==> src/rtl/cfgshd_pkg.sv <==
package cfgshd_pkg;

  // Monitor sequencing: armed and comparing, pulsing a request,
  // waiting for a reload to start, and riding out the reload.
  typedef enum logic [1:0] {
    ST_ARMED = 2'd0,
    ST_PULSE = 2'd1,
    ST_WAIT  = 2'd2,
    ST_LOAD  = 2'd3
  } mon_state_e;

endpackage

==> src/rtl/cfgshd_rst_sync.sv <==
module cfgshd_rst_sync #(
  parameter int STAGES = 2
) (
  input  logic clk,
  input  logic arst_n,
  output logic srst_n
);

  logic [STAGES-1:0] sync_q;

  // Assert at once, release only after STAGES clean clock edges.
  always_ff @(posedge clk or negedge arst_n) begin
    if (!arst_n) sync_q <= '0;
    else         sync_q <= {sync_q[STAGES-2:0], 1'b1};
  end

  assign srst_n = sync_q[STAGES-1];

endmodule

==> src/rtl/cfgshd_bank.sv <==
module cfgshd_bank #(
  parameter int  NUM_REGS = 4,
  parameter int  REG_W    = 16,
  localparam int IDX_W    = (NUM_REGS > 1) ? $clog2(NUM_REGS) : 1,
  localparam int BIT_W    = (REG_W > 1) ? $clog2(REG_W) : 1
) (
  input  logic             clk,
  input  logic             rst_n,
  input  logic             ld_we_i,
  input  logic             ld_to_shadow_i,
  input  logic [IDX_W-1:0] ld_idx_i,
  input  logic [REG_W-1:0] ld_data_i,
  input  logic             inj_en_i,
  input  logic             inj_to_shadow_i,
  input  logic [IDX_W-1:0] inj_idx_i,
  input  logic [BIT_W-1:0] inj_bit_i,
  output logic             mismatch_o
);

  logic [REG_W-1:0]    flip_mask;
  logic [NUM_REGS-1:0] pair_bad;

  assign flip_mask = {{(REG_W-1){1'b0}}, 1'b1} << inj_bit_i;

  for (genvar g = 0; g < NUM_REGS; g++) begin : g_pair
    logic [REG_W-1:0] val_q, val_d, shd_q, shd_d;
    logic             ld_hit, inj_hit, upd_en;

    assign ld_hit  = ld_we_i  && (ld_idx_i  == IDX_W'(g));
    assign inj_hit = inj_en_i && (inj_idx_i == IDX_W'(g));
    assign upd_en  = ld_hit || inj_hit;

    // Next state: a load write overrides an injected flip on the same pair.
    always_comb begin
      val_d = val_q;
      shd_d = shd_q;
      if (ld_hit) begin
        if (ld_to_shadow_i) shd_d = ld_data_i;
        else                val_d = ld_data_i;
      end else if (inj_hit) begin
        if (inj_to_shadow_i) shd_d = shd_q ^ flip_mask;
        else                 val_d = val_q ^ flip_mask;
      end
    end

    // Reset leaves every pair consistent: all zeros against all ones.
    always_ff @(posedge clk or negedge rst_n) begin
      if (!rst_n) begin
        val_q <= '0;
        shd_q <= '1;
      end else if (upd_en) begin
        val_q <= val_d;
        shd_q <= shd_d;
      end
    end

    // A pair is healthy only when every bit differs from its shadow bit.
    assign pair_bad[g] = ~&(val_q ^ shd_q);
  end

  assign mismatch_o = |pair_bad;

  // flipping one bit of a healthy bank must break a pair.
  a_r11_flip_breaks_pair: assert property (@(posedge clk) disable iff (!rst_n)
    (inj_en_i && !ld_we_i && !mismatch_o) |=> mismatch_o);

  // a healthy bank that nobody touches stays healthy.
  a_r1_idle_stays_clean: assert property (@(posedge clk) disable iff (!rst_n)
    (!mismatch_o && !ld_we_i && !inj_en_i) |=> !mismatch_o);

endmodule

==> src/rtl/cfgshd_seq.sv <==
module cfgshd_seq
  import cfgshd_pkg::*;
#(
  parameter int  PULSE_CYC = 4,
  localparam int CNT_W     = (PULSE_CYC > 1) ? $clog2(PULSE_CYC) : 1,
  localparam int RUN_W     = $clog2(PULSE_CYC + 2)
) (
  input  logic clk,
  input  logic rst_n,
  input  logic mismatch_i,
  input  logic ld_busy_i,
  input  logic warm_rst_i,
  input  logic sw_wr_i,
  input  logic sw_wdata_i,
  output logic rst_req_o,
  output logic flag_n_o
);

  mon_state_e       state_q, state_d;
  logic [CNT_W-1:0] cnt_q, cnt_d;
  logic             mis_q, mis_d;
  logic             flag_n_q, flag_n_d, flag_en;
  logic             armed, fire, sw_set;

  // Compare stage: registered once, masked unless armed and not loading.
  assign armed = (state_q == ST_ARMED) && !ld_busy_i;
  assign mis_d = !warm_rst_i && armed && mismatch_i;

  assign fire   = (state_q == ST_ARMED) && mis_q && !warm_rst_i;
  assign sw_set = sw_wr_i && sw_wdata_i;

  always_comb begin
    state_d = state_q;
    cnt_d   = cnt_q;
    if (warm_rst_i) begin
      state_d = ST_WAIT;
      cnt_d   = '0;
    end else begin
      unique case (state_q)
        ST_ARMED: if (mis_q) begin
          state_d = ST_PULSE;
          cnt_d   = CNT_W'(PULSE_CYC - 1);
        end
        ST_PULSE: begin
          if (cnt_q == '0) state_d = ST_WAIT;
          else             cnt_d   = cnt_q - CNT_W'(1);
        end
        ST_WAIT:  if (ld_busy_i)  state_d = ST_LOAD;
        ST_LOAD:  if (!ld_busy_i) state_d = ST_ARMED;
        default:  state_d = ST_WAIT;
      endcase
    end
  end

  // Flag: software may only set it, the event only clears it, event wins.
  always_comb begin
    flag_n_d = flag_n_q;
    if (sw_set) flag_n_d = 1'b1;
    if (fire)   flag_n_d = 1'b0;
  end
  assign flag_en = sw_set || fire;

  always_ff @(posedge clk or negedge rst_n) begin
    if (!rst_n) begin
      state_q <= ST_WAIT;
      cnt_q   <= '0;
      mis_q   <= 1'b0;
    end else begin
      state_q <= state_d;
      cnt_q   <= cnt_d;
      mis_q   <= mis_d;
    end
  end

  always_ff @(posedge clk or negedge rst_n) begin
    if (!rst_n)       flag_n_q <= 1'b1;
    else if (flag_en) flag_n_q <= flag_n_d;
  end

  assign rst_req_o = (state_q == ST_PULSE);
  assign flag_n_o  = flag_n_q;

  // Run-length counter of the request, used only by the checks below.
  logic [RUN_W-1:0] hi_run_q;
  always_ff @(posedge clk or negedge rst_n) begin
    if (!rst_n)         hi_run_q <= '0;
    else if (rst_req_o) hi_run_q <= hi_run_q + RUN_W'(1);
    else                hi_run_q <= '0;
  end

  // an unaborted pulse lasts exactly PULSE_CYC cycles.
  a_r4_pulse_len: assert property (@(posedge clk) disable iff (!rst_n)
    ($fell(rst_req_o) && !$past(warm_rst_i)) |-> (hi_run_q == RUN_W'(PULSE_CYC)));

  // the request never runs past PULSE_CYC cycles.
  a_r4_no_overrun: assert property (@(posedge clk) disable iff (!rst_n)
    rst_req_o |-> (hi_run_q < RUN_W'(PULSE_CYC)));

  // the flag is low whenever a request starts.
  a_r5_flag_with_req: assert property (@(posedge clk) disable iff (!rst_n)
    $rose(rst_req_o) |-> !flag_n_o);

  // a warm reset leaves the flag alone.
  a_r7_warm_keeps_flag: assert property (@(posedge clk) disable iff (!rst_n)
    (warm_rst_i && !sw_set) |=> $stable(flag_n_o));

  // a busy load never lets the compare stage latch a mismatch.
  a_r8_busy_masks: assert property (@(posedge clk) disable iff (!rst_n)
    ld_busy_i |=> !mis_q);

  // a software set outside the armed state always lands.
  a_r6_sw_set_lands: assert property (@(posedge clk) disable iff (!rst_n)
    (sw_set && (state_q != ST_ARMED)) |=> flag_n_o);

endmodule

==> src/rtl/cfgshd_monitor.sv <==
module cfgshd_monitor #(
  parameter int  NUM_REGS   = 4,
  parameter int  REG_W      = 16,
  parameter int  PULSE_CYC  = 4,
  parameter int  SYNC_STAGE = 2,
  localparam int IDX_W      = (NUM_REGS > 1) ? $clog2(NUM_REGS) : 1,
  localparam int BIT_W      = (REG_W > 1) ? $clog2(REG_W) : 1
) (
  input  logic             clk,
  input  logic             por_n,
  input  logic             warm_rst,
  input  logic             ld_busy,
  input  logic             ld_we,
  input  logic             ld_to_shadow,
  input  logic [IDX_W-1:0] ld_idx,
  input  logic [REG_W-1:0] ld_data,
  input  logic             inj_en,
  input  logic             inj_to_shadow,
  input  logic [IDX_W-1:0] inj_idx,
  input  logic [BIT_W-1:0] inj_bit,
  input  logic             sw_wr,
  input  logic             sw_wdata,
  output logic             rst_req,
  output logic             flag_n
);

  logic rst_n;
  logic mismatch;

  cfgshd_rst_sync #(.STAGES(SYNC_STAGE)) u_rst_sync (
    .clk    (clk),
    .arst_n (por_n),
    .srst_n (rst_n)
  );

  cfgshd_bank #(.NUM_REGS(NUM_REGS), .REG_W(REG_W)) u_bank (
    .clk             (clk),
    .rst_n           (rst_n),
    .ld_we_i         (ld_we),
    .ld_to_shadow_i  (ld_to_shadow),
    .ld_idx_i        (ld_idx),
    .ld_data_i       (ld_data),
    .inj_en_i        (inj_en),
    .inj_to_shadow_i (inj_to_shadow),
    .inj_idx_i       (inj_idx),
    .inj_bit_i       (inj_bit),
    .mismatch_o      (mismatch)
  );

  cfgshd_seq #(.PULSE_CYC(PULSE_CYC)) u_seq (
    .clk        (clk),
    .rst_n      (rst_n),
    .mismatch_i (mismatch),
    .ld_busy_i  (ld_busy),
    .warm_rst_i (warm_rst),
    .sw_wr_i    (sw_wr),
    .sw_wdata_i (sw_wdata),
    .rst_req_o  (rst_req),
    .flag_n_o   (flag_n)
  );

endmodule

==> config.mk <==
export PLATFORM = sky130hd
export DESIGN_NAME = cfgshd_monitor
export DESIGN_NICKNAME = d
export VERILOG_FILES = /design/src/rtl/cfgshd_pkg.sv /design/src/rtl/cfgshd_rst_sync.sv /design/src/rtl/cfgshd_bank.sv /design/src/rtl/cfgshd_seq.sv /design/src/rtl/cfgshd_monitor.sv
export SDC_FILE = /design/constraint.sdc
export NUM_CORES = 1
export LEC_CHECK = 0
export BUFFER_PORTS_ARGS = -buffer_cell sky130_fd_sc_hd__buf_2
export CAP_MARGIN = 20
export CORE_ASPECT_RATIO = 0.9
export CORE_UTILIZATION = 50
export CTS_CLUSTER_SIZE = 10
export DETAILED_ROUTE_END_ITERATION = 12
export GPL_TIMING_DRIVEN = 0
export HOLD_SLACK_MARGIN = 0.03
export PLACE_DENSITY = 0.67
export REMOVE_ABC_BUFFERS = 1
export SLEW_MARGIN = 0
export SYNTH_ARGS = -nofsm -noshare
export SYNTH_HDL_FRONTEND = slang
export SYNTH_HIERARCHICAL = 1
export SYNTH_SLANG_ARGS = --single-unit
==> constraint.sdc <==
create_clock -name clk -period 4.9 [get_ports clk]
set_clock_uncertainty 0.15 [all_clocks]
set_input_delay 0.735 -clock clk [delete_from_list [all_inputs] [get_ports clk]]
set_output_delay 0.735 -clock clk [all_outputs]
set_load 0.02 [all_outputs]
After elaboration in Yosys (flattened, before gate mapping):

Index checks and enable logic that the tools add are counted.
Widths: inputs -> output; s select.

* bits of input ports: 34
* bits in read-only memories: 0
* logic and storage cells: 146
* latch bits: 0
* output and inout port bits: 2
* register bits: 136
* memories kept: 0
* memory bits (writable): 0

* multiply operators: 0
* shift-type cells: 1
* bitwise operators: 12
* add/sub/neg operators: 1
* divide/modulo/power cells: 0
* eq/ne operators: 26
* $lt $le $gt $ge: 0
* mux-type cells: 38
* reductions and logical operators: 55

Operators with widths (count)
* $mux 16: 26
* $xor 16x16->16: 12
* $reduce_and 16->1: 4
* $reduce_and 4->1: 9
* $reduce_bool 2->1: 9
* $mux 2: 8
* $ne 2x2->1 const B: 8
* $shl 1x4->16 const A: 1
* $logic_and 1x1->1: 14
* $eq 2x2->1 const B: 6
* $ne 3x3->1 const B: 3
* $logic_not 2->1: 4
* $ne 2x1->1 const B: 4
* $pmux 2 s4: 1
* $eq 2x1->1 const B: 3
* $logic_not 1->1: 6
* $ne 3x2->1 const B: 2
* $logic_or 1x1->1: 5
* $pmux 2 s2: 1
* $reduce_or 4->1: 1
* $reduce_and 3->1: 1
* $reduce_bool 3->1: 1
* $mux 1: 2
* $reduce_and 2->1: 1
* $sub 2x1->2 const B: 1

Logic depth before layout (Yosys ltp):

Gate-level depths: netlist of the first run.

* depth in word-level cells: 5
* depth in mapped cells: 7

By module:

The synthesis of the first run kept the hierarchy.

By module, submodules not included
* cfgshd_bank: area each 7641.1 um^2, sequential area each 3283.1 um^2, cells an instance 841, times used 1
* cfgshd_seq: area each 402.9 um^2, sequential area each 152.6 um^2, cells an instance 38, times used 1
* cfgshd_rst_sync: area each 53.8 um^2, sequential area each 50.0 um^2, cells an instance 3, times used 1

Least setup slack after synthesis of the first run:

No wires, ideal clock.

* kind: input-to-reg
* start point: input ld_idx[1]
* end point: register u_bank.g_pair[0].val_q[0]
* stages: 6
* path slack: 2.601 ns
* buffers on the path: 3
* arrival time: 2.028 ns
* cells stage by stage: buf_2 or3b_1 buf_6 mux2_4 buf_6 o22a_1

* word-level cells in the longest chain between the ends: 4
* elaborated cells between the ends (all ways): 8
* classes of those cells: 2 x eq/ne; 1 x mux; 5 x reduce/logical

RTL lines
* start: declaration: RTL line cfgshd_monitor.sv:15 `input logic [IDX_W-1:0] ld_idx,`
* $logic_not 2->1 (*): RTL line cfgshd_bank.sv:29 `assign ld_hit = ld_we_i && (ld_idx_i == IDX_W'(g));`
* $logic_and 1x1->1 (*): RTL line cfgshd_bank.sv:29
* $ne 2x1->1 (no line), or another cell as far along
* $reduce_and 4->1 (no line)
* end signal: assignment: RTL line cfgshd_bank.sv:52 `val_q <= val_d;`
* end: declaration: RTL line cfgshd_bank.sv:26 `logic [REG_W-1:0] val_q, val_d, shd_q, shd_d;`

Mark *: on every way between the ends. The rest lies on a longest branch, timed or not.
A chain may end at the register's enable or synchronous reset.

Worst setup path after layout of the first run:

* start point: input ld_idx[0]
* end point: register u_bank.g_pair[0].shd_q[15]

* word-level cells in the longest chain between the ends: 4
* elaborated cells between the ends (all ways): 8
* classes of those cells: 1 x eq/ne; 1 x mux; 6 x reduce/logical

RTL lines
* $logic_not 2->1 (*): RTL line cfgshd_bank.sv:29
* $logic_and 1x1->1 (*): RTL line cfgshd_bank.sv:29
* $ne 2x2->1 (no line), or another cell as far along
* $reduce_and 4->1 (no line)
* end signal: assignment: RTL line cfgshd_bank.sv:50 `shd_q <= '1;`
* end signal: assignment: RTL line cfgshd_bank.sv:53 `shd_q <= shd_d;`
* end: declaration: RTL line cfgshd_bank.sv:26

Marks and branches as above.

==> results of run 1 <==
## cell type report
cell class / instances / area share (%)
clock buffers: 19 / 4.722
clock inverters: 13 / 1.951
inverters: 5 / 0.2047
multi-input cells: 666 / 47.08
flip-flops and latches: 136 / 38.06
well taps: 202 / 2.757
repair buffers: 50 / 5.227
## cell families (layout without fill, tap and decap cells)
family / after synthesis / in the layout / share of synthesized area [%]
compound gates: 320 / 320 / 27.19
simple gates: 264 / 264 / 15.61
flops: 136 / 136 / 43.05
buf+inv: 80 / 87 / 4.558
xor+xnor: 64 / 64 / 6.922
mux: 11 / 11 / 1.700
fa+ha+maj: 6 / 6 / 0.9270
other cells: 1 / 1 / 0.04631
## state kept, by name, summed over array words and instances (netlist names)
name / cells
u_seq/cnt_q: 2
u_bank/g_pair.shd_q: 64
u_seq/flag_n_o: 1
u_bank/g_pair.val_q: 64
u_rst_sync/sync_q: 2
u_seq/mis_q: 1
u_seq/state_q: 2
## layer usage
| layer | track usage, % | vias up | part of all wire (%) |
|---|---|---|---|
| li1 | - | 3255 | - |
| met5 | 0 | - | 0 |
| met3 | 5.328 | 60 | 6.7 |
| met1 | 35.90 | 3482 | 41 |
| met2 | 47.97 | 280 | 49 |
| met4 | 13.06 | 0 | 2.9 |
## stage by stage
step	utilization [%]	instances	setup slack, ns	cell area (um^2)
floorplan	-	807	0.7956	7747
finish	58.77	1091	2.095	9169
global route	58.77	1091	2.009	9169
CTS	58.49	1089	1.863	9126
global placement	52.40	1044	-0.9645	8175
detailed placement	54.51	1056	1.420	8504
## power by group through the flow
stage	registers [uW]	logic (uW)	clock network, uW
5_1_grt	1990	1050	1410
3_5_place_dp	1950	938	0
2_1_floorplan	1880	663	0
3_3_place_gp	1920	855	0
4_1_cts	1940	950	1370
6_report	1950	950	1340
## cell usage in the layout, fill, tap and decap left out, drive strengths merged, types with 4 or more instances in the layout
master  Yosys  routed
inv         5       5
xor2       64      64
o31ai      10      10
bufinv      0       4
a22o       32      32
mux2        6       6
buf        29      49
and4bb      7       7
ha          6       6
nand2      43      43
nor2      160     160
nor4b       4       4
dfrtp      70      70
nor4        5       5
a31oi      61      61
a21oi      75      75
clkbuf     46      19
clkinv      0       8
mux2i       5       5
o22a       96      96
o21ai      45      45
nand4b      5       5
dfstp      66      66
nand4      21      21
## critical path: stages
cell,delay (ns)
buf_2,0.15
or3b_2,0.77
buf_16,0.28
mux2i_4,0.54
buf_16,0.23
a21oi_1,0.06
o22a_1,0.21
## what timing repair did
item / 4_1_cts / 5_1_grt
setup buffers: 0 / 0
endpoints found under the hold margin: 2 / 0
gates resized for setup: 0 / 0
hold buffers: 1 / 0
## worst max-delay path by stage
stage / slack [ns] / end / startpoint
finish: 2.10 / u_bank/g_pair[0].shd_q[15] / ld_idx[0]
global route: 2.01 / u_bank/g_pair[3].shd_q[10] / ld_we
CTS: 1.86 / u_bank/g_pair[0].shd_q[6] / ld_idx[0]
detailed placement: 1.42 / u_bank/g_pair[0].shd_q[8] / ld_idx[0]
global placement: -0.96 / u_bank/g_pair[1].shd_q[10] / ld_idx[1]
floorplan: 0.80 / u_bank/g_pair[0].val_q[0] / u_rst_sync/sync_q[1]
==> out/metrics.csv, run 1 <==
metric;value;unit
fillers;1315;
finalHoldViolCount;0;
syn_avg_cell_area;9.181;um^2
rr_startpoint;u_bank/g_pair[3].shd_q[15];
antenna_cells;0;
synth_top_area_share;21.63;%
num_vias;7077;
synth_cell_types;48;
end_kind;flop;
seqPwrFrac;45.9;%
path_class;in -> reg;
ys.flop_type;dfrtp_1;
place.gp.congestion;0.7266;
drt_iter0_drc;548;
yosysWarnings;6;
cts_tree;yes;
cts_buffer_depth;2;
setup_tns;0;ns
worst_slew_pin_slew;1.057;ns
grt_pass1_wl;36000;um
numCtsBuffers;17;
finalCritPeriodShare;57.24;%
synth.yosys.seq_area_share;43.05;%
p_comb_share;22.4;%
grt_max_degree;57;
grt_antenna_before_repair;0;
clockRootBuffer;clkbuf_16;
outcome;finished, final reports clean;
async_flop_share;100.0;%
p_per_area;462.7;nW/um^2
setup_viol;0;
insertion_delay;0.43;ns
core;15600;um^2
synth_area_leaders;dfrtp_1 (22%), dfstp_2 (21%), o22a_1 (10%);
relSlewSlack;29.51;%
dieArea;16710;um^2
synth_seq_cells;136;
antenna_left;0;
maxCapViolCount;0;
row_count;43;
p_sw;1323;uW
multi_input_area;4317;um^2
ys_top_cells_by_count;nor2_1 (160), o22a_1 (96), a21oi_1 (71);
slew_violations;0;
nNetsFinal;916;
pin_count;36;
hold_slack;0.09161;ns
holdCritPathClass;reg -> async;
yosysTopAreaCell;dfrtp_1;
ff2ff_path_depth;5;
die_y;122.7;um
seqCellArea;3490;um^2
clkPwrFrac;31.7;%
track_usage;28.64;%
crit_arrival;3.01;ns
post-route-min-period;2.805;ns
p_total;4242;uW
drt-pass1-iter-count;5;
drt_wl_total;22740;um
leakage;0.003445;uW
first_global_vias;6969;
power.share.switching;31.18;%
io_buffer_count;35;
critPathMaxFanout;26;
area_growth;13.23;%
rsz0062_at_grt;false;
die_w;136.1;um
drive_above_1_share;19.69;%
synth_area;8098;um^2
htreeDepth;4;
dp_hpwl;14920;um
initial_core_util;51.90;%
reg2reg_slack;2.66;ns
grt_overflow_total;0;
netlist_instances;882;
r2r-end;u_seq/mis_q;
p_int;2920;uW
wl_per_cell;20.84;um
synth-edff-count;0;
fmax;356.5;MHz
cts.sinks;136;
required;5.10;ns
ir_worst_vdd;0.3016;mV
vias_per_cell;6.487;
drc;0;
synth.most_common_cell;nor2_1;
startpoint_type;input pin;
clk_pin_slew_worst_paths;0.06;ns
Note: power is estimated with default switching activity, not from simulation.
==> inputs of run 2 (changes only) <==
--- a/config.mk
+++ b/config.mk
@@ -5,6 +5,7 @@
 export SDC_FILE = /design/constraint.sdc
 export NUM_CORES = 1
 export LEC_CHECK = 0
+export ABC_AREA = 1
 export BUFFER_PORTS_ARGS = -buffer_cell sky130_fd_sc_hd__buf_2
 export CAP_MARGIN = 20
 export CORE_ASPECT_RATIO = 0.9
==> constraint.sdc (replaced) <==
create_clock -name clk -period 2.85 [get_ports clk]
set_clock_uncertainty 0.15 [all_clocks]
set_input_delay 0.4275 -clock clk [delete_from_list [all_inputs] [get_ports clk]]
set_output_delay 0.4275 -clock clk [all_outputs]
set_load 0.02 [all_outputs]
==> run 2 against run 1 <==
Effect of this change: utilization is 1.6 points lower; non-clock buffer count is 7 lower; first-iteration DRC count is 49% higher; synthesized cell count is 74% higher; die area is 18% higher; final cell count is 66% higher; sequential power is 65% higher; area after synthesis is 18% higher; critical path depth is 2 higher; clock-buffer cell count is 1 lower.
==> out/metrics.csv, run 2 <==
metric;value;unit;change
grt_max_degree;58;;+1.8%
netlist_instances;1536;;+74%
synthMuxAreaShare;0;%;-1.7 points
synth_area_leaders;nand2_1 (20%), dfrtp_1 (18%), dfstp_2 (18%);;
finalCritPeriodShare;95.12;%;
dp_hpwl;17560;um;+18%
fmax;368.9;MHz;
insertion_delay;0.43;ns;about the same
grt_overflow_total;0;;unchanged
critPathMaxFanout;30;;+15%
ff2ff_path_depth;11;;+6
relSlewSlack;32.93;%;+3.4 points
drt_iter0_drc;818;;+49%
clockRootBuffer;clkbuf_16;;
pre_cts_slack;-1.101;ns;-2.522 ns
fin_ws;0.1390;ns;-1.956 ns
drive_above_1_share;11.45;%;-8.2 points
die_w;147.7;um;+8.5%
async_flop_share;100.0;%;unchanged
dieArea;19670;um^2;+18%
cp_slowest_cell;clkinv_2;;
yosysTopAreaCell;nand2_1;;
setup_viol;0;;unchanged
ys_top_cells_by_count;nand2_1 (507), inv_1 (274), nor2_1 (154);;
crit_buf_inv;4;;+1
synth_compound_area_share;10.95;%;-16 points
crit_family;buffers and inverters;;
startpoint_type;input pin;;
grt_antenna_before_repair;0;;unchanged
finalHoldViolCount;0;;unchanged
leakage;0.005882;uW;+71%
synth.most_common_cell;nand2_1;;
crit_arrival;2.91;ns;-0.10 ns
r2r-end;u_seq/mis_q;;
clk_pin_slew_worst_paths;0.06;ns;about the same
synth_top_family_by_area;simple AND/OR/NAND/NOR gates;;
cts_buffer_depth;2;;unchanged
worst_slew_pin_slew;1.005;ns;-0.05236 ns
synth_seq_cells;136;;unchanged
hold_slack;0.06758;ns;-0.02403 ns
vias_per_cell;5.271;;-19%
synth_top_area_share;19.91;%;-1.7 points
row_count;47;;+9.3%
synth_xor_area_share;1.833;%;-5.1 points
yosysWarnings;6;;unchanged
hold_depth;2;;
rr_startpoint;u_bank/g_pair[2].shd_q[4];;
fin_util;57.20;%;-1.6 points
hp-start;warm_rst;;
maxCapViolCount;0;;unchanged
nNetsFinal;1590;;+74%
end_kind;flop;;
min_to;u_seq/mis_q;;
synth_cell_types;29;;-40%
core;18520;um^2;+19%
ys.flop_type;dfrtp_1;;
reg2reg_slack;1.01;ns;-1.65 ns
num_vias;9536;;+35%
numCtsBuffers;17;;unchanged
outcome;finished, final reports clean;;
pin_count;36;;unchanged
place.gp.congestion;0.8065;;+11%
cts.sinks;136;;unchanged
ir_worst_vdd;0.3462;mV;+15%
wl_per_cell;15.27;um;-27%
drt_wl_total;27620;um;+21%
area_growth;10.88;%;
synthSimpleGateAreaFrac;36.16;%;+21 points
slew_violations;0;;unchanged
initial_core_util;51.59;%;-0.31 points
holdCritPathClass;in -> reg;;
path_cells;buf_2, nand3_2, buf_12, nand2_1, o21ai_2, nand2_2, clkinv_2, o21ai_0, inv_1;;
synth-edff-count;0;;unchanged
final_cell_mix;nand2_1 (505), inv_1 (273), nor2_1 (154), o21ai_0 (148), nand3_1 (135);;
syn_avg_cell_area;6.222;um^2;-32%
setup_tns;0;ns;unchanged
layout_commonest_cell;nand2_1;;
top_regs;u_bank/g_pair.shd_q x64, u_bank/g_pair.val_q x64;;
io_buffer_count;35;;unchanged
dpl.cell_count;1772;;+68%
antenna_left;0;;unchanged
p_per_area;766.5;nW/um^2;+66%
final_cells;1809;;+66%
cts_tree;yes;;
drt-pass1-iter-count;5;;unchanged
path_class;in -> reg;;
die_y;133.2;um;+8.5%
synth_area;9557;um^2;+18%
grt_pass1_wl;42630;um;+18%
first_global_vias;8348;;+20%
yosys.area_share.adder;0.7855;%;-0.14 points
post-route-min-period;2.711;ns;
synth.yosys.seq_area_share;36.48;%;-6.6 points
htreeDepth;4;;unchanged
drc;0;;unchanged
worstSetupPathDepth;9;;+2
crit_path_max_incr_delay;0.50;ns;-0.27 ns
required;3.05;ns;-2.05 ns
track_usage;28.28;%;-0.37 points
run 2: worst max-delay path by stage:
stage	from	endpoint
2_1_floorplan	u_rst_sync/sync_q[1]	u_bank/g_pair[0].val_q[0]
3_3_place_gp	u_rst_sync/sync_q[1]	u_bank/g_pair[0].val_q[6]
3_5_place_dp	ld_we	u_bank/g_pair[3].shd_q[15]
4_1_cts	ld_idx[0]	u_bank/g_pair[0].val_q[11]
5_1_grt	ld_we	u_bank/g_pair[2].val_q[0]
6_report	ld_we	u_bank/g_pair[2].shd_q[5]
run 2: repair_timing:
action / CTS / global route
pin swaps: 0 / 1
buffers inserted: 0 / 2
gates resized for setup: 3 / 2
endpoints found under the hold margin: 2 / 0
setup endpoints to repair: 29 / 29
gates cloned: 0 / 1
hold buffers: 1 / 0
run 2: where the power goes:
group	switching [uW]	total, uW	internal, uW
Sequential	459	3210	2750
Combinational	1660	2620	958
Clock	914	2300	1380
run 2: metal layers:
metal | up-vias | routed length [um] | global-route usage, %
li1 | 4744 | - | -
met1 | 4415 | 12250 | 38.38
met2 | 344 | 12810 | 47.12
met3 | 33 | 2100 | 4.349
met4 | 0 | 454 | 7.216
met5 | - | 0 | 0
run 2: layout make-up:
type / count / area (um^2)
Clock buffer: 18 / 429.2
Fill cell: 1791 / 7928
Inverter: 287 / 1082
Multi-Input combinational cell: 1065 / 4790
Sequential cell: 136 / 3490
Clock inverter: 14 / 173.9
Tap cell: 245 / 306.5
Timing Repair Buffer: 43 / 322.8
Antenna cell: 1 / 2.502
run 2: through the flow:
| step | total power [uW] | instance area [um^2] |
|---|---|---|
| global route | 8712 | 10590 |
| floorplan | 5094 | 9319 |
| finish | 8123 | 10600 |
| CTS | 8130 | 10570 |
| detailed placement | 5796 | 9940 |
| global placement | 5687 | 9801 |
run 2: cells by family (layout without fill, tap and decap cells):
| group | Yosys count | after routing |
|---|---|---|
| AOI/OAI and AO/OA | 200 | 200 |
| xor gates and xnor gates | 20 | 20 |
| adders and majority gates | 6 | 6 |
| buffers and inverters | 336 | 362 |
| DFF | 136 | 136 |
| other | 1 | 2 |
| and+or+nand+nor | 837 | 838 |
run 2: worst register-to-register path: stages, from the launching register on:
cell and delay, ns:
dfstp_2 0.54, inv_1 0.06, nand2_1 0.06, nand2_1 0.05, nor2_1 0.21, nand2_1 0.12, nor2_1 0.13, nand2_1 0.06
nor2_1 0.13, nand2_1 0.10, nand2_1 0.08, nor3_1 0.04
==> inputs of run 3 (changes only) <==
==> constraint.sdc (replaced) <==
create_clock -name clk -period 2.5 [get_ports clk]
set_clock_uncertainty 0.15 [all_clocks]
set_input_delay 0.375 -clock clk [delete_from_list [all_inputs] [get_ports clk]]
set_output_delay 0.375 -clock clk [all_outputs]
set_load 0.02 [all_outputs]
==> run 3 against run 2 <==
Effect of this change: final cell count up 0.17%; power up 14%; largest power group unchanged; sequential share of layout area down 0.19 points; non-clock buffer count up 3; hold slack better by 0.011 ns; sequential power up 14%; setup slack worse by 0.10 ns.
==> out/metrics.csv, run 3 (synthesized netlist as in run 2, its figures left out) <==
metric;value;unit;change
outcome;finished, final reports clean;;
drt_iter0_drc;846;;+3.4%
final_cell_mix;nand2_1 (505), inv_1 (273), nor2_1 (154), o21ai_0 (148), nand3_1 (135);;
insertion_delay;0.43;ns;about the same
antenna_left;0;;unchanged
clk_pin_slew_worst_paths;0.06;ns;about the same
track_usage;28.92;%;+0.65 points
setup_tns;0;ns;unchanged
pin_count;36;;unchanged
top_regs;u_bank/g_pair.shd_q x64, u_bank/g_pair.val_q x64;;
drt_wl_total;28430;um;+2.9%
htreeDepth;4;;unchanged
drc;0;;unchanged
ff2ff_path_depth;11;;unchanged
initial_core_util;51.59;%;unchanged
first_global_vias;8405;;+0.68%
seqPwrFrac;39.4;%;about the same
layout_commonest_cell;nand2_1;;
num_vias;9615;;+0.83%
required;2.71;ns;-0.34 ns
drive_above_1_share;11.68;%;+0.23 points
area_growth;11.51;%;
wl_per_cell;15.69;um;+2.8%
finalHoldViolCount;0;;unchanged
drt-pass1-iter-count;5;;unchanged
vias_per_cell;5.306;;+0.66%
p_int;5807;uW;+14%
leakage;0.005905;uW;+0.38%
fmax;405.9;MHz;
clkPwrFrac;28.2;%;about the same
cts.sinks;136;;unchanged
critPathMaxFanout;43;;+43%
p_per_area;871.5;nW/um^2;+14%
setup_viol;0;;unchanged
worst_slew_pin_slew;0.7815;ns;-0.2235 ns
slew_violations;0;;unchanged
finalCritPeriodShare;98.54;%;
power.share.switching;37.47;%;+0.12 points
grt_antenna_before_repair;0;;unchanged
die_w;147.7;um;unchanged
place.gp.congestion;0.8065;;unchanged
hold_depth;5;;+3
fillers;1784;;-0.39%
grt_pass1_wl;43340;um;+1.7%
path_class;in -> reg;;
core;18520;um^2;unchanged
rsz0062_at_grt;true;;
holdCritPathClass;in -> reg;;
relSlewSlack;47.78;%;+15 points
p_comb_share;32.4;%;+0.2 points
grt_overflow_total;0;;unchanged
dpl.cell_count;1772;;unchanged
cts_buffer_depth;2;;unchanged
dp_hpwl;17560;um;unchanged
grt_max_degree;58;;unchanged
antenna_cells;0;;-1
dieArea;19670;um^2;unchanged
end_kind;flop;;
p_sw;3480;uW;+15%
crit_arrival;2.68;ns;-0.23 ns
clockRootBuffer;clkbuf_16;;
nNetsFinal;1594;;+0.25%
row_count;47;;unchanged
io_buffer_count;35;;unchanged
die_y;133.2;um;unchanged
ir_worst_vdd;0.3943;mV;+14%
post-route-min-period;2.463;ns;
final_cells;1812;;+0.17%
cts_tree;yes;;
fin_util;57.53;%;+0.32 points
maxCapViolCount;0;;unchanged
startpoint_type;input pin;;
numCtsBuffers;17;;unchanged
==> run 3: changes by cell type in the layout (fill, tap and decap cells not counted), sizes merged <==
cell         before  now
buf              42   44
clkinv            9    8
diode             1    0
dlygate4sd3       1    2
inv             284  285
nand3           144  145
==> run 3: final timing paths <==
kind	start	end	slack (ns)
worst max-delay path	ld_idx[1]	u_bank/g_pair[0].shd_q[15]	0.04
worst min-delay path	sw_wdata	u_seq/flag_n_o	0.08
worst max register to register	u_bank/g_pair[2].shd_q[4]	u_seq/mis_q	0.63
worst min register to register	u_rst_sync/sync_q[1]	u_bank/g_pair[2].val_q[13]	0.11
max in group asynchronous	u_rst_sync/sync_q[1]	u_bank/g_pair[0].shd_q[4]	1.08
min in group asynchronous	por_n	u_rst_sync/sync_q[1]	0.10
==> run 3: metal layers <==
layer | part of all wire (%) | track usage (%) | vias up
li1 | - | - | 4747
met1 | 44 | 38.97 | 4460
met2 | 46 | 47.51 | 368
met3 | 7.9 | 5.000 | 40
met4 | 2.1 | 8.706 | 0
met5 | 0 | 0 | -
==> run 3: final cells by class <==
cell class                 instances  area [um^2]  share of cell area [%]
clock inverter                    14        173.9                   1.632
sequential                       136         3490                   32.75
timing repair buffer              46        347.8                   3.264
inverter                         287         1090                   10.23
multi-input combinational       1066         4820                   45.23
clock buffer                      18        429.2                   4.027
tap                              245        306.5                   2.877
==> run 3: worst max-delay path: stages <==
cell and delay (ns):
buf_2 0.19, nor2_1 0.19, nand2_4 0.32, inv_2 0.36
nand2_1 0.11, nand2_1 0.09, nand2_2 0.33, inv_4 0.39
nand3_1 0.13, nand2_1 0.09, inv_1 0.04
==> run 3: what timing repair did <==
action,4_1_cts,5_1_grt
endpoints found under the hold margin,3,0
setup buffers,4,0
endpoints found under the setup margin,62,26
hold buffers,2,0
gates cloned,1,1
resized for setup,8,4
pin swaps,2,1
==> run 3: stage by stage <==
step	power (uW)	hold WS, ns	worst slack [ns]	cell area (um^2)
global placement	6484	0.01123	-3.549	9801
finish	9287	0.07860	0.03655	10660
detailed placement	6607	0.01301	-1.399	9940
floorplan	5808	-0.07059	-1.604	9319
CTS	9286	0.07196	0.04384	10630
global route	9950	0.07648	-0.01957	10660
==> run 3: power groups by stage <==
| stage | Sequential (uW) | Combinational [uW] | Clock [uW] |
|---|---|---|---|
| 3_3_place_gp | 3690 | 2790 | 0 |
| 6_report | 3660 | 3010 | 2620 |
| 2_1_floorplan | 3580 | 2220 | 0 |
| 4_1_cts | 3650 | 2980 | 2660 |
| 5_1_grt | 3750 | 3450 | 2750 |
| 3_5_place_dp | 3670 | 2930 | 0 |
